--- config.mk ---
export PLATFORM = sky130hd
export DESIGN_NAME = rxfc_hysteresis
export DESIGN_NICKNAME = d
export VERILOG_FILES = /design/src/rtl/rxfc_pkg.sv /design/src/rtl/rxfc_cfg_reg.sv /design/src/rtl/rxfc_level_cmp.sv /design/src/rtl/rxfc_flow_fsm.sv /design/src/rtl/rxfc_hysteresis.sv
export SDC_FILE = /design/constraint.sdc
export NUM_CORES = 1
export LEC_CHECK = 0
export ABC_AREA = 0
export BUFFER_PORTS_ARGS = -buffer_cell sky130_fd_sc_hd__buf_2
export CAP_MARGIN = 20
export CORE_AREA = 2 2 43 45
export CTS_CLUSTER_DIAMETER = 30
export DETAILED_ROUTE_END_ITERATION = 6
export DIE_AREA = 0 0 45 47
export GPL_ROUTABILITY_DRIVEN = 0
export PLACE_DENSITY = 0.65
export SLEW_MARGIN = 30
export SYNTH_ARGS = -nofsm -noshare
export SYNTH_HDL_FRONTEND = slang
export SYNTH_SLANG_ARGS = --single-unit
--- constraint.sdc ---
create_clock -name clk -period 1.75 [get_ports clk]
set_clock_uncertainty 0.1 [all_clocks]
set_input_delay 0.175 -clock clk [delete_from_list [all_inputs] [get_ports clk]]
set_output_delay 0.175 -clock clk [all_outputs]
set_load 0.01 [all_outputs]
--- src/rtl/rxfc_pkg.sv ---
package rxfc_pkg;
   localparam int FLD_W = 4;

   typedef struct packed {
      logic [FLD_W-1:0] resume_f;
      logic [FLD_W-1:0] trip_f;
   } rxfc_cfg_t;
endpackage

--- src/rtl/rxfc_cfg_reg.sv ---
module rxfc_cfg_reg
   import rxfc_pkg::*;
(
   input  logic              clk,
   input  logic              rst_n,
   input  logic              wr_en,
   input  logic [2*FLD_W-1:0] wr_data,
   input  logic              ext_en,
   input  logic              acc_en,
   output rxfc_cfg_t         cfg_o
);
   logic wr_ok;
   assign wr_ok = wr_en & ext_en & acc_en;

   always_ff @(posedge clk or negedge rst_n) begin
      if (!rst_n)
         cfg_o <= '0;
      else if (wr_ok)
         cfg_o <= rxfc_cfg_t'(wr_data);
   end


   cfg_gate_chk: assert property (@(posedge clk) disable iff (!rst_n)
      !(wr_en && ext_en && acc_en) |=> $stable(cfg_o));
endmodule

--- src/rtl/rxfc_level_cmp.sv ---
module rxfc_level_cmp
   import rxfc_pkg::*;
#(
   parameter int CNT_W    = 7,
   parameter int LVL_STEP = 4
) (
   input  rxfc_cfg_t         cfg_i,
   input  logic [CNT_W-1:0]  level_i,
   output logic              trip_hit,
   output logic              rel_hit
);
   localparam bit STEP_POW2 = (LVL_STEP & (LVL_STEP - 1)) == 0;
   localparam int STEP_SH   = $clog2(LVL_STEP);

   logic [CNT_W-1:0] trip_lvl;
   logic [CNT_W-1:0] rel_lvl;

   generate
      if (STEP_POW2) begin : g_shift
         assign trip_lvl = CNT_W'(cfg_i.trip_f)   << STEP_SH;
         assign rel_lvl  = CNT_W'(cfg_i.resume_f) << STEP_SH;
      end else begin : g_mult
         assign trip_lvl = CNT_W'(int'(cfg_i.trip_f)   * LVL_STEP);
         assign rel_lvl  = CNT_W'(int'(cfg_i.resume_f) * LVL_STEP);
      end
   endgenerate

   assign trip_hit = level_i >= trip_lvl;
   assign rel_hit  = level_i <= rel_lvl;
endmodule

--- src/rtl/rxfc_flow_fsm.sv ---
module rxfc_flow_fsm (
   input  logic clk,
   input  logic rst_n,
   input  logic hw_en,
   input  logic sw_en,
   input  logic trip_hit,
   input  logic rel_hit,
   output logic halted,
   output logic xoff_req,
   output logic xon_req
);
   logic fc_on;
   assign fc_on = hw_en | sw_en;

   always_ff @(posedge clk or negedge rst_n) begin
      if (!rst_n) begin
         halted   <= 1'b0;
         xoff_req <= 1'b0;
         xon_req  <= 1'b0;
      end else begin
         xoff_req <= 1'b0;
         xon_req  <= 1'b0;
         if (!fc_on) begin
            halted <= 1'b0;
         end else if (!halted && trip_hit) begin
            halted   <= 1'b1;
            xoff_req <= sw_en;
         end else if (halted && rel_hit) begin
            halted  <= 1'b0;
            xon_req <= sw_en;
         end
      end
   end


   halt_entry_chk: assert property (@(posedge clk) disable iff (!rst_n)
      (fc_on && !halted && trip_hit) |=> halted);

   resume_chk: assert property (@(posedge clk) disable iff (!rst_n)
      (fc_on && halted && rel_hit) |=> !halted);

   hold_halt_chk: assert property (@(posedge clk) disable iff (!rst_n)
      (fc_on && halted && !rel_hit) |=> halted);

   hold_allow_chk: assert property (@(posedge clk) disable iff (!rst_n)
      (fc_on && !halted && !trip_hit) |=> !halted);

   xoff_pulse_chk: assert property (@(posedge clk) disable iff (!rst_n)
      xoff_req |-> (halted && !xon_req));

   xon_pulse_chk: assert property (@(posedge clk) disable iff (!rst_n)
      xon_req |-> !halted);

   fc_off_chk: assert property (@(posedge clk) disable iff (!rst_n)
      !fc_on |=> (!halted && !xoff_req && !xon_req));
endmodule

--- src/rtl/rxfc_hysteresis.sv ---
module rxfc_hysteresis
   import rxfc_pkg::*;
#(
   parameter int FIFO_DEPTH = 64,
   parameter int LVL_STEP   = 4,
   localparam int CNT_W     = $clog2(FIFO_DEPTH + 1)
) (
   input  logic              clk,
   input  logic              rst_n,
   input  logic              wr_en,
   input  logic [2*FLD_W-1:0] wr_data,
   input  logic              ext_en,
   input  logic              acc_en,
   input  logic              hw_fc_en,
   input  logic              sw_fc_en,
   input  logic [CNT_W-1:0]  rx_level,
   output logic              rts_n,
   output logic              xoff_req,
   output logic              xon_req
);
   localparam int MAX_LVL = LVL_STEP * ((1 << FLD_W) - 1);

   initial begin
      step_param_chk: assert (LVL_STEP >= 1)
         else $error("level step must be at least 1");
      depth_param_chk: assert (MAX_LVL <= FIFO_DEPTH)
         else $error("largest threshold exceeds FIFO depth");
   end

   rxfc_cfg_t cfg;
   logic      trip_hit, rel_hit, halted;

   rxfc_cfg_reg u_cfg (
      .clk     (clk),
      .rst_n   (rst_n),
      .wr_en   (wr_en),
      .wr_data (wr_data),
      .ext_en  (ext_en),
      .acc_en  (acc_en),
      .cfg_o   (cfg)
   );

   rxfc_level_cmp #(.CNT_W(CNT_W), .LVL_STEP(LVL_STEP)) u_cmp (
      .cfg_i    (cfg),
      .level_i  (rx_level),
      .trip_hit (trip_hit),
      .rel_hit  (rel_hit)
   );

   rxfc_flow_fsm u_fsm (
      .clk      (clk),
      .rst_n    (rst_n),
      .hw_en    (hw_fc_en),
      .sw_en    (sw_fc_en),
      .trip_hit (trip_hit),
      .rel_hit  (rel_hit),
      .halted   (halted),
      .xoff_req (xoff_req),
      .xon_req  (xon_req)
   );

   assign rts_n = halted & hw_fc_en;


   rts_gate_chk: assert property (@(posedge clk) disable iff (!rst_n)
      rts_n |-> hw_fc_en);
endmodule

==> results of run 1 <==
kinds of logic after synthesis:
| group | synth area share (%) |
|---|---|
| DFF | 44.3 |
| adders and majority gates | 16.1 |
| and+or+nand+nor | 12.9 |
| AOI/OAI and AO/OA | 6.84 |
| muxes | 14.5 |
| buffers and inverters | 5.43 |
metrics by stage:
stage               total power, mW  TNS (ns)
finish                        0.697         0
global route                  0.748   -0.0407
CTS                           0.693   -0.0381
global placement              0.507         0
floorplan                     0.445         0
detailed placement            0.513   -0.0329
report_power, final:
group	internal [mW]	switching, mW
combinational	0.110	0.0855
sequential	0.300	0.0251
clock	0.0884	0.0880
routing by layer:
metal | GRT usage, % | part of all wire [%] | up-vias
met2 | 19.4 | 50 | 12
met5 | 0 | 0 | -
li1 | - | - | 248
met1 | 13.4 | 40 | 229
met3 | 3.85 | 5.0 | 5
met4 | 14.1 | 4.4 | 0
registers in the layout (all words and copies together), names as in the netlist:
name	cells
u_cfg.cfg_o	8
u_fsm.xoff_req	1
u_fsm.halted	1
u_fsm.xon_req	1
layout make-up:
| cell class | count | share of cell area, % |
|---|---|---|
| clock buffer | 4 | 3.22 |
| inverter | 9 | 4.14 |
| multi-input combinational | 34 | 40.3 |
| sequential | 11 | 33.7 |
| tap | 17 | 2.61 |
| timing repair buffer | 25 | 16.0 |
worst max-delay path: cells and delay by family, from the launching register on:
| family | cells | cell delay (ns) |
|---|---|---|
| compound gates | 2 | 0.34 |
| fa+ha+maj | 1 | 0.19 |
| buf+inv | 1 | 0.07 |
| flops | 1 | 0.40 |
| simple gates | 2 | 0.53 |
cell usage in the layout (no fill, tap or decap):
cell and n:
a21oi_1 2, a21oi_2 1, and2_1 1, buf_2 24, clkbuf_1 1, clkbuf_4 3, dfrtp_1 11, dlygate4sd3_1 1
ha_1 7, ha_4 1, inv_1 8, inv_2 1, mux2_2 8, nand2b_1 1, nand3_1 2, nand4b_1 1
nor2_1 2, nor2b_1 1, nor3b_2 1, nor4_1 1, o21ai_0 1, o221a_1 2, or3b_1 1, or4_1 1
how the worst max path moves through the flow:
| stage | startpoint | to | depth (start not counted) |
|---|---|---|---|
| floorplan | u_cfg.cfg_o[0]$_DFFE_PN0P_ | u_fsm.halted$_DFFE_PN0P_ | 5 |
| global placement | u_cfg.cfg_o[0]$_DFFE_PN0P_ | u_fsm.halted$_DFFE_PN0P_ | 5 |
| detailed placement | u_cfg.cfg_o[0]$_DFFE_PN0P_ | u_fsm.halted$_DFFE_PN0P_ | 5 |
| CTS | u_cfg.cfg_o[0]$_DFFE_PN0P_ | u_fsm.halted$_DFFE_PN0P_ | 5 |
| global route | u_cfg.cfg_o[2]$_DFFE_PN0P_ | u_fsm.halted$_DFFE_PN0P_ | 6 |
| finish | u_cfg.cfg_o[2]$_DFFE_PN0P_ | u_fsm.halted$_DFFE_PN0P_ | 6 |
repair_timing:
item                                    4_1_cts  5_1_grt
buffers inserted                              0        0
pin swaps                                     1        1
hold buffers                                  1        0
endpoints found under the setup margin        1        2
resized for setup                             0        3
hold endpoints to repair                     11        0
==> out/qor.yml, run 1 <==
slew_headroom_pct: 75.4
placed_cells: 95
rsz0062_at_grt: "true"
register_area_um2: 275
layoutNonFillerInstCount: 100
post_drt_wl_per_cell_um: 11.5
syn2layout_area_growth_pct: 31.2
r2r_start: "u_cfg.cfg_o[2]$_DFFE_PN0P_"
dieArea_um2: 2120
wl_mm: 1.15
fp.dieH_um: 47
slowest_stage: "or4_1"
worst_setup_path_end_kind: "register"
ios: 25
critPathKind: "register to register"
synth_area_leader_cell: "dfrtp_1"
synth_edf_count: 0
cts_buffers: 3
outcome: "completed"
grt_usage_pct: 12.8
synthTopCellsByArea: "dfrtp_1 44%, ha_1 16%, mux2_2 14%, inv_1 5.4%, o221a_1 3.6%"
clockBufferDepth: 2
cts_max_level: 1
fin_crit_sh_pct: 99.6
postSynthCellCount: 54
netlist.area_leader.share_pct: 44.3
min_from: "wr_data[5]"
hpwl_um: 936
ant_nets: 0
port_buffers: 24
cts_tree: "yes"
reg2regPathDepth: 6
start_util_pct: 37.7
rr_endpoint: "u_fsm.halted$_DFFE_PN0P_"
crit_required_ns: 1.81
yosys_warnings: 0
design_area_um2: 816
critPathMaxFanout: 2
drive_above_1_share_pct: 47.0
peakVddDrop_uv: 459
hold_path.class: "primary input to register"
synth_area_um2: 622
grt_pass1_vias: 457
cts_root_buffer: "clkbuf_4"
crit_chain: "inv_2 -> ha_4 -> a21oi_2 -> nor2b_1 -> or4_1 -> o221a_1"
critical_path.max_stage_delay_ns: 0.48
synth_nets: 84
die_w_um: 45
clock.fmax_mhz: 574
seq_area_frac_synth_pct: 44.3
clk_latency_ns: 0.27
gr-total-overflow: 0
synth_ff_type: "dfrtp_1"
dp_slack_ns: -0.0329
place_area_um2: 763
rows: 15
via_count: 494
worst_pin_slew_ns: 0.369
start_kind: "register"
p_leak_nw: 0.425
multi_input_area_um2: 329
final_nets: 114
report.final.slew_viol_count: 0
final_util_pct: 49.4
crit_arrival_ns: 1.80
ys_top_cells_by_count: "11 x dfrtp_1, 9 x inv_1, 8 x ha_1, 8 x mux2_2, 3 x a21oi_1"
grt_max_degree: 12
fill_cells: 165
min_path_cells: 2
drt-initial-drc-count: 5
first_pass_iters: 4
core_area_um2: 1650
maxCapViolCount: 0
grt_pass1_wl_mm: 1.77
clock_sinks: 11
cts.clk_slew.worst_paths_ns: 0.07
viasPerCell: 4.94
setup_ws_ns: 0.00748
synth.distinct_cells: 17
syn_area_per_cell_um2: 11.5
regToRegSetupSlack_ns: 0.007
antenna_found_initial: 0
post-synth-top-count-cell: "dfrtp_1"
min_period_ns: 1.74
p_per_area_nw_per_um2: 854
holdPathEnd: "u_cfg.cfg_o[5]$_DFFE_PN0P_"
diodes: 0
synth-seq-cells: 11
drc: 0
final-setup-viol-count: 0
hold_slack_ns: 0.0289
ys_async_sr_fraction_pct: 100
finalHoldViolCount: 0
(Power assumes the default switching activity.)
==> inputs of run 2 (changes only) <==
--- a/config.mk
+++ b/config.mk
@@ -6,7 +6,7 @@
 export NUM_CORES = 1
 export LEC_CHECK = 0
 export ABC_AREA = 0
-export BUFFER_PORTS_ARGS = -buffer_cell sky130_fd_sc_hd__buf_2
+export BUFFER_PORTS_ARGS = -buffer_cell sky130_fd_sc_hd__buf_4
 export CAP_MARGIN = 20
 export CORE_AREA = 2 2 43 45
 export CTS_CLUSTER_DIAMETER = 30
==> run 2 against run 1 <==
  * The flow now finishes with violations (negative setup slack)
  * Worst hold slack improved by 0.0075 ns
  * Register-to-register slack got worse by 0.03 ns
  * Count of clock-buffer cells in the layout unchanged
  * Sequential share of layout area decreased by 1.9 points
  * Final cell count unchanged
  * Maximum frequency decreased by 1.5%
==> out/qor.yml, run 2 (synthesis gave the netlist of run 1 again) <==
slew_headroom_pct: 74.3
start_util_pct: 37.7
min_period_ns: 1.77
core_area_um2: 1650
hpwl_um: 954
grt_pass1_vias: 468
ant_nets: 0
layoutNonFillerInstCount: 100
placed_cells: 95
die_w_um: 45
hold_path.class: "primary input to register"
dp_slack_ns: -0.0329
p_per_area_nw_per_um2: 809
viasPerCell: 4.94
clock.fmax_mhz: 565
port_buffers: 24
critPathMaxFanout: 2
rsz0062_at_grt: "true"
violations: "negative setup slack"
slowest_stage: "or4_4"
drive_above_1_share_pct: 44.6
grt_pass1_wl_mm: 1.97
antenna_found_initial: 0
cts_tree: "yes"
final_util_pct: 52.3
p_leak_nw: 0.445
crit_arrival_ns: 1.82
cp_top_family: "simple AND/OR/NAND/NOR gates"
drt-initial-drc-count: 1
outcome: "complete, but fails checks"
mostFrequentLayoutCell: "buf_4"
worst_pin_slew_ns: 0.384
worst_setup_path_end_kind: "register"
crit_buf_inv: 0
syn2layout_area_growth_pct: 38.8
regMostFlops: "u_cfg.cfg_o"
cts.clk_slew.worst_paths_ns: 0.07
postCtsSetupRepairBufs: 0
finalHoldViolCount: 0
diodes: 0
post_drt_wl_per_cell_um: 11.0
largest_reg_flops: 8
wl_mm: 1.10
final_nets: 114
grt_usage_pct: 13.5
grt_max_degree: 12
gr-total-overflow: 0
peakVddDrop_uv: 503
crit_required_ns: 1.80
cts_max_level: 1
first_pass_iters: 2
rows: 15
clk_latency_ns: 0.27
clock_sinks: 11
fp.dieH_um: 47
setup_ws_ns: -0.0186
final-setup-viol-count: 1
dieArea_um2: 2120
critical_path.max_stage_delay_ns: 0.48
report.final.slew_viol_count: 0
maxCapViolCount: 0
cts_buffers: 3
cts_root_buffer: "clkbuf_4"
crit_chain: "ha_1 -> or3b_1 -> a21oi_1 -> or4_4 -> o221a_1"
design_area_um2: 863
ios: 25
via_count: 494
place_area_um2: 823
clockBufferDepth: 2
mostFrequentLayoutCells: "24 x buf_4, 11 x dfrtp_1, 9 x inv_1"
start_kind: "register"
critPathKind: "register to register"
total_power_mw: 0.699
drc: 0
fin_crit_sh_pct: 101
## run 2: cell types whose count changed in the layout (fill, tap and decap cells not counted)
cell,change
a21oi_1,+1
or4_1,-1
inv_1,+1
ha_4,-1
buf_4,+24
a21oi_2,-1
buf_2,-24
or4_4,+1
ha_1,+1
inv_2,-1
## run 2: final timing paths
kind                                       startpoint                          to  slack (ns)  depth (start not counted)
max reg2reg                u_cfg.cfg_o[0]$_DFFE_PN0P_    u_fsm.halted$_DFFE_PN0P_       -0.02                          5
min reg2reg                  u_fsm.halted$_DFFE_PN0P_    u_fsm.xoff_req$_DFF_PN0_        0.38                          1
min in group asynchronous                       rst_n  u_cfg.cfg_o[1]$_DFFE_PN0P_        0.18                          2
max in group asynchronous                       rst_n  u_cfg.cfg_o[2]$_DFFE_PN0P_        1.23                          2
max                        u_cfg.cfg_o[0]$_DFFE_PN0P_    u_fsm.halted$_DFFE_PN0P_       -0.02                          5
min                                        wr_data[7]  u_cfg.cfg_o[7]$_DFFE_PN0P_        0.04                          2
## run 2: what timing repair did
action / CTS / global route
setup endpoints to repair: 1 / 2
pin swaps: 0 / 1
hold buffers: 1 / 0
resized for setup: 0 / 1
hold endpoints to repair: 11 / 0
## run 2: through the flow
stage,setup TNS [ns],hold WS (ns)
after global placement,0,-0.0830
final,-0.0186,0.0364
after global routing,-0.0905,0.0264
after CTS,-0.0537,0.0323
after floorplan,0,-0.221
after detailed placement,-0.0329,-0.0810
## run 2: power by group
part           leakage (nW)  total, mW  switching (mW)  internal (mW)
logic                 0.297      0.204          0.0806          0.123
registers             0.133      0.322          0.0220          0.299
clock network        0.0150      0.173          0.0851         0.0882
total                 0.445      0.699           0.188          0.511
## run 2: per-layer routing
metal / share of wire [%] / wire length (um) / vias to the layer above / global-route usage, %
met4: 2.3 / 25 / 0 / 7.06
met5: 0 / 0 / - / 0
met1: 42 / 462 / 228 / 16.2
met3: 5.2 / 57 / 4 / 5.38
met2: 50 / 553 / 11 / 20.9
li1: - / - / 251 / -
## run 2: cell type report
class,instances,area [um2]
tap,17,21.3
timing repair buffer,25,190
multi-input combinational,34,317
fill,163,788
inverter,9,33.8
clock buffer,4,26.3
sequential,11,275
